==> src/rtl/dram_seq_pkg.sv <==
package dram_seq_pkg;

    typedef enum logic [3:0] {
        ST_PAUSE,
        ST_WU_LEAD,
        ST_WU_ACT,
        ST_WU_PRE,
        ST_READY,
        ST_SR_LEAD,
        ST_SR_HOLD,
        ST_SR_WAIT,
        ST_SR_PRE
    } seq_state_e;

    typedef struct packed {
        logic ras_n;
        logic cas_n;
        logic ready;
        logic busy;
    } strobe_t;

    localparam int PRE_NS_FAST = 90;
    localparam int PRE_NS_SLOW = 110;

    // nanoseconds to clock cycles, rounded up, never below one
    function automatic int ns_to_cycles(input int ns, input int period_ps);
        int c;
        c = (ns * 1000 + period_ps - 1) / period_ps;
        if (c < 1) c = 1;
        return c;
    endfunction

    function automatic int max2(input int a, input int b);
        return (a > b) ? a : b;
    endfunction

    // strobe levels seen while the sequencer sits in a given state
    function automatic strobe_t decode(input seq_state_e s, input logic cbr);
        strobe_t o;
        o = '{ras_n: 1'b1, cas_n: 1'b1, ready: 1'b0, busy: 1'b0};
        unique case (s)
            ST_WU_LEAD: o.cas_n = 1'b0;
            ST_WU_ACT: begin
                o.ras_n = 1'b0;
                o.cas_n = ~cbr;
            end
            ST_READY:   o.ready = 1'b1;
            ST_SR_LEAD: begin
                o.cas_n = 1'b0;
                o.busy  = 1'b1;
            end
            ST_SR_HOLD, ST_SR_WAIT: begin
                o.ras_n = 1'b0;
                o.cas_n = 1'b0;
                o.busy  = 1'b1;
            end
            ST_SR_PRE:  o.busy = 1'b1;
            default: ;
        endcase
        return o;
    endfunction

endpackage

==> src/rtl/dram_seq_timer.sv <==
module dram_seq_timer #(
    parameter int W = 8
) (
    input  logic         clk,
    input  logic         rst,
    input  logic         clr,
    output logic [W-1:0] cnt
);
    localparam logic [W-1:0] TOP = '1;

    always_ff @(posedge clk) begin
        if (rst || clr) cnt <= '0;
        else if (cnt != TOP) cnt <= cnt + 1'b1;
    end

    // the saturating counter never wraps back to zero on its own
    a_r1_no_wrap: assert property (@(posedge clk) disable iff (rst)
        (!clr && $past(!rst) && $past(cnt) != TOP) |-> cnt == $past(cnt) + 1'b1 || $past(clr) || $past(rst));
endmodule

==> src/rtl/dram_seq_exit_latch.sv <==
module dram_seq_exit_latch (
    input  logic clk,
    input  logic rst,
    input  logic arm,
    input  logic req,
    input  logic take,
    output logic pending
);
    logic q;

    assign pending = q | (arm & req);

    always_ff @(posedge clk) begin
        if (rst)              q <= 1'b0;
        else if (take)        q <= 1'b0;
        else if (arm && req)  q <= 1'b1;
    end

    // a remembered exit request is kept until it is served
    a_r6_hold_pending: assert property (@(posedge clk) disable iff (rst)
        (q && !take) |=> q);
    // nothing is remembered while the latch is not armed
    a_r9_no_capture: assert property (@(posedge clk) disable iff (rst)
        (!q && !arm) |=> !q);
endmodule

==> src/rtl/dram_seq_warmup_ctr.sv <==
module dram_seq_warmup_ctr #(
    parameter int COUNT = 8
) (
    input  logic clk,
    input  logic rst,
    input  logic step,
    output logic last
);
    localparam int CW = $clog2(COUNT + 1);
    localparam logic [CW-1:0] LAST_V = CW'(COUNT - 1);

    logic [CW-1:0] done_q;

    assign last = (done_q == LAST_V);

    always_ff @(posedge clk) begin
        if (rst)               done_q <= '0;
        else if (step && !last) done_q <= done_q + 1'b1;
    end

    a_r3_no_overflow: assert property (@(posedge clk) disable iff (rst)
        step |=> done_q <= LAST_V);
endmodule

==> src/rtl/dram_pwr_seq.sv <==
module dram_pwr_seq
    import dram_seq_pkg::*;
#(
    parameter int CLK_PERIOD_PS = 10000,
    parameter int PAUSE_NS      = 200000,
    parameter int WARMUP_COUNT  = 8,
    parameter bit WARMUP_CBR    = 1'b1,
    parameter int WU_RAS_NS     = 60,
    parameter int WU_PRE_NS     = 40,
    parameter int SREF_MIN_NS   = 100000,
    parameter bit SLOW_GRADE    = 1'b0,
    parameter int CAS_LEAD_CYC  = 1
) (
    input  logic clk,
    input  logic rst,
    input  logic sref_enter,
    input  logic sref_exit,
    output logic ras_n,
    output logic cas_n,
    output logic ready,
    output logic busy,
    output logic exit_ack
);
    localparam int PAUSE_CYC  = ns_to_cycles(PAUSE_NS, CLK_PERIOD_PS);
    localparam int WU_RAS_CYC = ns_to_cycles(WU_RAS_NS, CLK_PERIOD_PS);
    localparam int WU_PRE_CYC = ns_to_cycles(WU_PRE_NS, CLK_PERIOD_PS);
    localparam int SREF_CYC   = ns_to_cycles(SREF_MIN_NS, CLK_PERIOD_PS);
    localparam int SRPRE_CYC  = ns_to_cycles(SLOW_GRADE ? PRE_NS_SLOW : PRE_NS_FAST,
                                             CLK_PERIOD_PS);
    localparam int LEAD_CYC   = (CAS_LEAD_CYC < 1) ? 1 : CAS_LEAD_CYC;
    localparam int MAX_CYC    = max2(max2(PAUSE_CYC, SREF_CYC),
                                     max2(max2(WU_RAS_CYC, WU_PRE_CYC),
                                          max2(SRPRE_CYC, LEAD_CYC)));
    localparam int CW         = $clog2(MAX_CYC + 2);

    // pause counts from the first edge out of reset, hence no minus one
    localparam logic [CW-1:0] LIM_PAUSE = CW'(PAUSE_CYC);
    localparam logic [CW-1:0] LIM_ACT   = CW'(WU_RAS_CYC - 1);
    localparam logic [CW-1:0] LIM_PRE   = CW'(WU_PRE_CYC - 1);
    localparam logic [CW-1:0] LIM_LEAD  = CW'(LEAD_CYC - 1);
    localparam logic [CW-1:0] LIM_HOLD  = CW'(SREF_CYC - 1);
    localparam logic [CW-1:0] LIM_SRPRE = CW'(SRPRE_CYC - 1);

    seq_state_e    state, state_nxt, wu_first;
    logic [CW-1:0] cnt;
    logic          wu_last, wu_step;
    logic          exit_arm, exit_pend, exit_take;
    strobe_t       out_q;

    generate
        if (WARMUP_CBR) begin : g_wu_cbr
            assign wu_first = ST_WU_LEAD;
        end else begin : g_wu_ras
            assign wu_first = ST_WU_ACT;
        end
    endgenerate

    dram_seq_timer #(.W(CW)) u_timer (
        .clk (clk),
        .rst (rst),
        .clr (state_nxt != state),
        .cnt (cnt)
    );

    dram_seq_warmup_ctr #(.COUNT(WARMUP_COUNT)) u_wu (
        .clk  (clk),
        .rst  (rst),
        .step (wu_step),
        .last (wu_last)
    );

    assign exit_arm = (state == ST_SR_LEAD) || (state == ST_SR_HOLD) ||
                      (state == ST_SR_WAIT);

    dram_seq_exit_latch u_exit (
        .clk     (clk),
        .rst     (rst),
        .arm     (exit_arm),
        .req     (sref_exit),
        .take    (exit_take),
        .pending (exit_pend)
    );

    always_comb begin
        state_nxt = state;
        wu_step   = 1'b0;
        unique case (state)
            ST_PAUSE:   if (cnt == LIM_PAUSE) state_nxt = wu_first;
            ST_WU_LEAD: state_nxt = ST_WU_ACT;
            ST_WU_ACT:  if (cnt == LIM_ACT) state_nxt = ST_WU_PRE;
            ST_WU_PRE: begin
                if (cnt == LIM_PRE) begin
                    wu_step   = 1'b1;
                    state_nxt = wu_last ? ST_READY : wu_first;
                end
            end
            ST_READY:   if (sref_enter) state_nxt = ST_SR_LEAD;
            ST_SR_LEAD: if (cnt == LIM_LEAD) state_nxt = ST_SR_HOLD;
            ST_SR_HOLD: begin
                if (cnt == LIM_HOLD) state_nxt = exit_pend ? ST_SR_PRE : ST_SR_WAIT;
            end
            ST_SR_WAIT: if (exit_pend) state_nxt = ST_SR_PRE;
            ST_SR_PRE:  if (cnt == LIM_SRPRE) state_nxt = ST_READY;
            default:    state_nxt = ST_PAUSE;
        endcase
    end

    assign exit_take = (state_nxt == ST_SR_PRE) && (state != ST_SR_PRE);

    always_ff @(posedge clk) begin
        if (rst) begin
            state    <= ST_PAUSE;
            out_q    <= decode(ST_PAUSE, WARMUP_CBR);
            exit_ack <= 1'b0;
        end else begin
            state    <= state_nxt;
            out_q    <= decode(state_nxt, WARMUP_CBR);
            exit_ack <= exit_take;
        end
    end

    assign ras_n = out_q.ras_n;
    assign cas_n = out_q.cas_n;
    assign ready = out_q.ready;
    assign busy  = out_q.busy;

    // run-length trackers of the row strobe, used by the checks below
    localparam int RW = $clog2(max2(SREF_CYC, SRPRE_CYC) + 2);
    localparam logic [RW-1:0] RUN_TOP = '1;
    logic [RW-1:0] lo_run, hi_run;

    always_ff @(posedge clk) begin
        if (rst) begin
            lo_run <= '0;
            hi_run <= '0;
        end else begin
            lo_run <= ras_n ? '0 : ((lo_run == RUN_TOP) ? lo_run : lo_run + 1'b1);
            hi_run <= !ras_n ? '0 : ((hi_run == RUN_TOP) ? hi_run : hi_run + 1'b1);
        end
    end

    a_r5_cas_before_ras: assert property (@(posedge clk) disable iff (rst)
        ($fell(ras_n) && busy) |-> (!cas_n && $past(!cas_n)));

    generate
        if (WARMUP_CBR) begin : g_chk_cbr
            a_r4_wu_cas_lead: assert property (@(posedge clk) disable iff (rst)
                ($fell(ras_n) && !busy) |-> $past(!cas_n));
        end else begin : g_chk_ras
            a_r4_wu_cas_idle: assert property (@(posedge clk) disable iff (rst)
                (!busy && !ready) |-> cas_n);
        end
    endgenerate

    a_r6_min_low: assert property (@(posedge clk) disable iff (rst)
        ($rose(ras_n) && busy) |-> (lo_run >= RW'(SREF_CYC)));

    a_r7_ack_at_rise: assert property (@(posedge clk) disable iff (rst)
        exit_ack |-> ($rose(ras_n) && $rose(cas_n)));

    a_r8_min_precharge: assert property (@(posedge clk) disable iff (rst)
        ($rose(ready) && $past(busy)) |-> (hi_run >= RW'(SRPRE_CYC)));

    a_r8_exclusive: assert property (@(posedge clk) disable iff (rst)
        !(ready && busy));

    a_r3_ready_after_last: assert property (@(posedge clk) disable iff (rst)
        ($rose(ready) && !$past(busy)) |-> $past(wu_last));
endmodule

==> config.mk <==
export PLATFORM = sky130hd
export DESIGN_NAME = dram_pwr_seq
export DESIGN_NICKNAME = d
export VERILOG_FILES = /design/src/rtl/dram_seq_pkg.sv /design/src/rtl/dram_seq_timer.sv /design/src/rtl/dram_seq_exit_latch.sv /design/src/rtl/dram_seq_warmup_ctr.sv /design/src/rtl/dram_pwr_seq.sv
export SDC_FILE = /design/constraint.sdc
export NUM_CORES = 1
export LEC_CHECK = 0
export BUFFER_PORTS_ARGS = -buffer_cell sky130_fd_sc_hd__buf_2
export CAP_MARGIN = 20
export CORE_ASPECT_RATIO = 0.9
export CORE_MARGIN = 1.5
export CORE_UTILIZATION = 50
export DETAILED_ROUTE_END_ITERATION = 8
export PLACE_DENSITY = 0.68
export SLEW_MARGIN = 30
export SYNTH_ARGS = -nofsm -noshare
export SYNTH_HDL_FRONTEND = slang
export SYNTH_SLANG_ARGS = --single-unit
==> constraint.sdc <==
create_clock -name clk -period 5.7 [get_ports clk]
set_clock_uncertainty 0.1 [all_clocks]
set_input_delay 0.855 -clock clk [delete_from_list [all_inputs] [get_ports clk]]
set_output_delay 0.855 -clock clk [all_outputs]
set_load 0.01 [all_outputs]
# == After elaboration in Yosys (flattened, before gate mapping) ==
# Index checks and enable logic that the tools add are counted.
# word_totals
wordCells,67
in_bits,4
reg_bits,29
# classes
muxes,17
n_bitwise,2
reduce_logical,13
n_addsub,2
n_eq_ne,24
# op_table
op,n
"4-bit by 3-bit == test with 1-bit output, second input constant",9
4-bit 2-to-1 mux,9
4-bit one-hot mux with 9 select lines,1
"15-bit by 1-bit adder with 15-bit output, second input constant",1
"15-bit by 14-bit == test with 1-bit output, second input constant",1
"15-bit == test, second input constant",1
"15-bit by 2-bit == test with 1-bit output, second input constant",1
"15-bit by 3-bit == test with 1-bit output, second input constant",1
"15-bit by 4-bit == test with 1-bit output, second input constant",1
15-bit logical NOT,1
"15-bit inequality test, second input constant",1
"4-bit by 2-bit == test with 1-bit output, second input constant",3
"4-bit by 1-bit == test with 1-bit output, second input constant",2
"4-bit == test, second input constant",2
1-bit 2-to-1 mux,6
5-bit OR reduction,1
"4-bit by 1-bit adder with 4-bit output, second input constant",1
4-bit logical NOT,1
4-bit inequality test,1
"4-bit inequality test, second input constant",1
4-bit OR reduction,1
1-bit logical AND,3
1-bit logical OR,3
3-bit 2-to-1 mux,1
other kinds (5),5

# == Logic depth before layout (Yosys ltp) ==
# logic_depth
ltp_word,11
depth_mapped,8

# == Cells and area by module ==
# From an unflattened synthesis, not the netlist that was laid out.
# unflattened
hier_cells,201
hier_area_um2,1689.1
# by_module_without_submodules
module,seq_area_each_um2,instances,cells_each,area_per_inst_um2
dram_pwr_seq,180.2,1,91,734.5
dram_seq_timer,300.3,1,87,723.2
dram_seq_warmup_ctr,80.1,1,20,191.4
dram_seq_exit_latch,20.0,1,3,40.0

# == Worst setup path after synthesis ==
# Ideal clock, no wire load.
# synth_timing
path_kind,register -> register
from,register u_timer.cnt[0]
to,register u_timer.cnt[14]
arrival_time_ps,1941
setup_slack_ps,3589
path_stages_with_launch,9
path_buffers,1
t_required_ps,5530
path_cell_list,dfxtp_1 > ha_1 > nor4b_1 > nand4_1 > o21bai_1 > nand3_2 > nand4bb_2 > buf_4 > a21oi_1
# synth_via
elab_chain_len,5
word_cells_on_any_way,17
cone_classes,1 x add/sub; 7 x eq/ne; 7 x mux; 2 x reduce/logical
# synth_lines
element,line_no,rtl
"start, declared",dram_seq_timer.sv:7,output logic [W-1:0] cnt
"start signal, assigned",dram_seq_timer.sv:13,else if (cnt != TOP) cnt <= cnt + 1'b1;
15-bit by 4-bit == test with 1-bit output (tied with other cells),dram_pwr_seq.sv:103,ST_SR_PRE: if (cnt == LIM_SRPRE) state_nxt = ST_READY;
4-bit 2-to-1 mux (tied with other cells),dram_pwr_seq.sv:103,
4-bit one-hot mux with 9 select lines,dram_pwr_seq.sv:87,unique case (state)
4-bit inequality test,dram_pwr_seq.sv:61,".clr (state_nxt != state),"
1-bit logical OR,dram_seq_timer.sv:12,if (rst || clr) cnt <= '0;
# Parallel ways exist; a longest one is shown, timed or not.
# A chain may end at the register's enable or synchronous reset.

# == Worst setup path in the final report ==
# layout_timing
from,register u_timer.cnt[0]
to,register u_timer.cnt[0]
# Same word-level chain as after synthesis.

==> impl_results.md <==
* Outcome: complete, no violations
* Crit path DAT at 2.84 ns
* Horiz. Die Dim at 63.2 um
* IO Port Bufs at 8
* Post-Synthesis Cell Area at 1630 sq um
* Syn nets at 209
* Hold Vio Cnt, Final at 0
* Sw Share at 0.242
* DIE AREA at 3620 sq um
* Crit path cell chain: ha_1 > nor4b_1 > nand4_1 > o21bai_1 > nand3_2 > nand4bb_2 > nand2_2 > nor3b_1
* WHS Endpoint: u_wu.done_q[1]
* Utilization after layout at 0.549
* I/O pin count at 9
* Die height at about 57 um
* Syn Inst Count at 201
* Cts hold-fix bufs at 0
* Minimum clock period at 2.69 ns
* Via count of the routed design at 1432
* Gpl congestion at a little over 0.8
* Maximum VDD drop at 89.3 uV
* Relative slew slack at 0.616
* Post CTS Setup Buffer Count at 0
* Fin Setup TNS at 0 ns
* Worst hold-check path type: reg -> reg
* Hold Path Origin: u_wu.done_q[1]
* Vias in the first global route at 1303
* Pin count of the biggest net entering global routing at 13
* Worst-path fanout max at 12
* Comb power frac at 0.051
* Flop and latch count out of synthesis at 29
* Post-synth EDFFs at 0
* WP data required at 5.85 ns
* R2R setup slack at roughly 3 ns
* Num Clock Sinks at 29
* CTS tree: done
* DR iter-0 viols at 167
* Starting Density at 0.528
* Wire per inst at 13.7 um
* Grt total ovfl at 0
* Row Count at 19
* Worst setup EP type: flip-flop
* CP Launch Type: flip-flop
* Clock Tree Root: clkbuf_4
* Deepest clock path buffer count at 2
* R2R cell count at 8
* Clock Pin Slew Worst Setup and Hold Paths at 0.08 ns
* RSZ-0062 raised after global routing: no
* Avg Synthesized Cell Area at 8.12 sq um
* Clock power frac at 0.345
* Reg2reg start: u_timer.cnt[0]
* Clock latency on the worst-skew pair at around 0.33 ns
* Cell variety after synth at 48
* CTS H-tree depth at 2
* Slew Limit Fails at 0
* Initial antenna violation count at 0
* Register share of total power at 0.604
* Dpl hpwl at ~2500 um
* First-pass GRT wire length at 5680 um
* Total net switching power at 0.0831 mW
* DR pass1 iterations at 4
* Fmax achieved at 0.371 GHz
* Main synth FF type: dfxtp_1
* RR Endpoint: u_timer.cnt[0]
* Routed vias/inst at 5.77
* CP max stage cell: nand4bb_2
* Int Pwr at 0.260 mW
* Slew at the pin with the worst max-slew slack at 0.571 ns
* Leakage at 0.619 nW
* Final setup viols at 0
* Max Cap Violations at 0
* TritonCTS buffer count at 5
* Synthesis Warnings at 0
* Power density over the cells at 202 nW/um^2
* Layout area overhead at 4.06%
* Diodes inserted at 0
* Synth async-reset ratio at 0
* Post-Route WL at 3390 um
* Delay of the slowest critical-path stage at 0.49 ns
* Fin crit share at 0.473
* Worst setup path category: reg -> reg
* Placeable Area at 3090 sq um
* Sequential cell area fraction in the yosys report at 0.356
* Global Route Usage Sum at 0.202
* DRC viols at 0
* CTS resizes at 0
* Nets at between 200 and 250
* Number of routed nets with antenna violations at 0
* WHS Path Cells at 2
* Share of post-route cells with drive strength above 1 at 0.112
Yosys cell counts, types with 2 or more instances:
master,number,area share
nand4_1,11,0.042
buf_2,5,0.015
nand2_1,14,0.032
dfxtp_1,29,0.36
a31oi_1,2,0.0077
nand3b_1,2,0.0092
nor3_1,10,0.031
xnor2_1,4,0.021
buf_6,3,0.021
nand3_1,12,0.037
and2_1,2,0.0077
inv_1,10,0.023
and3_1,2,0.0077
nor2_1,25,0.058
ha_1,4,0.031
nor3_2,2,0.012
a21oi_1,16,0.049
or2_2,2,0.0077
xor2_1,8,0.043
nor3b_1,3,0.014
nor4_1,3,0.012
or3_1,3,0.012
o21ai_0,4,0.012
power by group through the flow:
stage	Sequential (mW)	Combinational [mW]	Clock, mW
finish	0.207	0.0174	0.118
global route	0.208	0.0194	0.129
CTS	0.207	0.0172	0.121
detailed placement	0.212	0.0172	0
global placement	0.211	0.0168	0
floorplan	0.210	0.0149	0
area by class of cell:
| cell class | count | area (sq um) |
|---|---|---|
| clock buffers | 8 | 48.8 |
| fillers | 270 | 1390 |
| inverters | 10 | 37.5 |
| multi-input cells | 151 | 938 |
| flip-flops and latches | 29 | 581 |
| well taps | 42 | 52.6 |
| repair buffers | 8 | 40.0 |
cells by family after synthesis:
kind of cell	share of synthesized area
xor+xnor	0.0644
compound gates	0.152
simple gates	0.328
fa+ha+maj	0.0307
buf+inv	0.0690
flops	0.356
per-layer routing:
metal  part of all wire  wire length, um  track usage
met3              0.059              200       0.0533
met4              0.020               69       0.0932
met1               0.46             1550        0.249
met2               0.46             1570        0.333
met5                  0                0            0
critical path: cells and delay by family (launching register included):
family          cells  cell delay, ns
compound gates      1            0.25
flops               1            0.42
fa+ha+maj           1            0.30
simple gates        6            1.54
state kept, by name, indices dropped and copies added, names as in the netlist:
signal       cells
u_exit.q         1
cas_n            1
state            4
ras_n            1
ready            1
busy             1
u_timer.cnt     15
exit_ack         1
u_wu.done_q      4
cells in the final DEF (no fill, tap or decap), types with 2 or more instances in the layout:
cell type and instances:
a21oi_1 16, a31oi_1 2, nor3b_1 3, and3_1 2, nand3b_1 2, or3_1 3
nor2_1 25, and2_1 2, xnor2_1 4, xor2_1 8, inv_1 10, nand2_1 14
ha_1 4, or2_2 2, dfxtp_1 29, nor3_1 10, nor3_2 2, buf_2 8
nand4_1 11, o21ai_0 4, clkbuf_1 3, nor4_1 3, clkbuf_4 5, nand3_1 12
how the worst max path moves through the flow:
stage,slack (ns),startpoint,endpoint,cells after the start
detailed placement,3.01,u_timer.cnt[0],u_timer.cnt[2],8
CTS,2.99,u_timer.cnt[0],u_timer.cnt[2],8
floorplan,3.59,u_timer.cnt[0],u_timer.cnt[14],8
global route,2.74,u_timer.cnt[0],u_timer.cnt[9],8
finish,3.01,u_timer.cnt[0],u_timer.cnt[0],8
global placement,3.08,u_timer.cnt[0],u_timer.cnt[2],8
per-stage QoR:
stage                     setup WS (ns)  hold slack, ns  cell area, sq um  total power, mW  instances
final                              3.01           0.388              1700            0.343        248
after global routing               2.74           0.422              1700            0.356        248
after CTS                          2.99           0.390              1700            0.345        248
after detailed placement           3.01           0.378              1650            0.229        240
after global placement             3.08           0.360              1650            0.228        240
after floorplan                    3.59           0.349              1630            0.225        201
(Power assumes the default switching activity.)
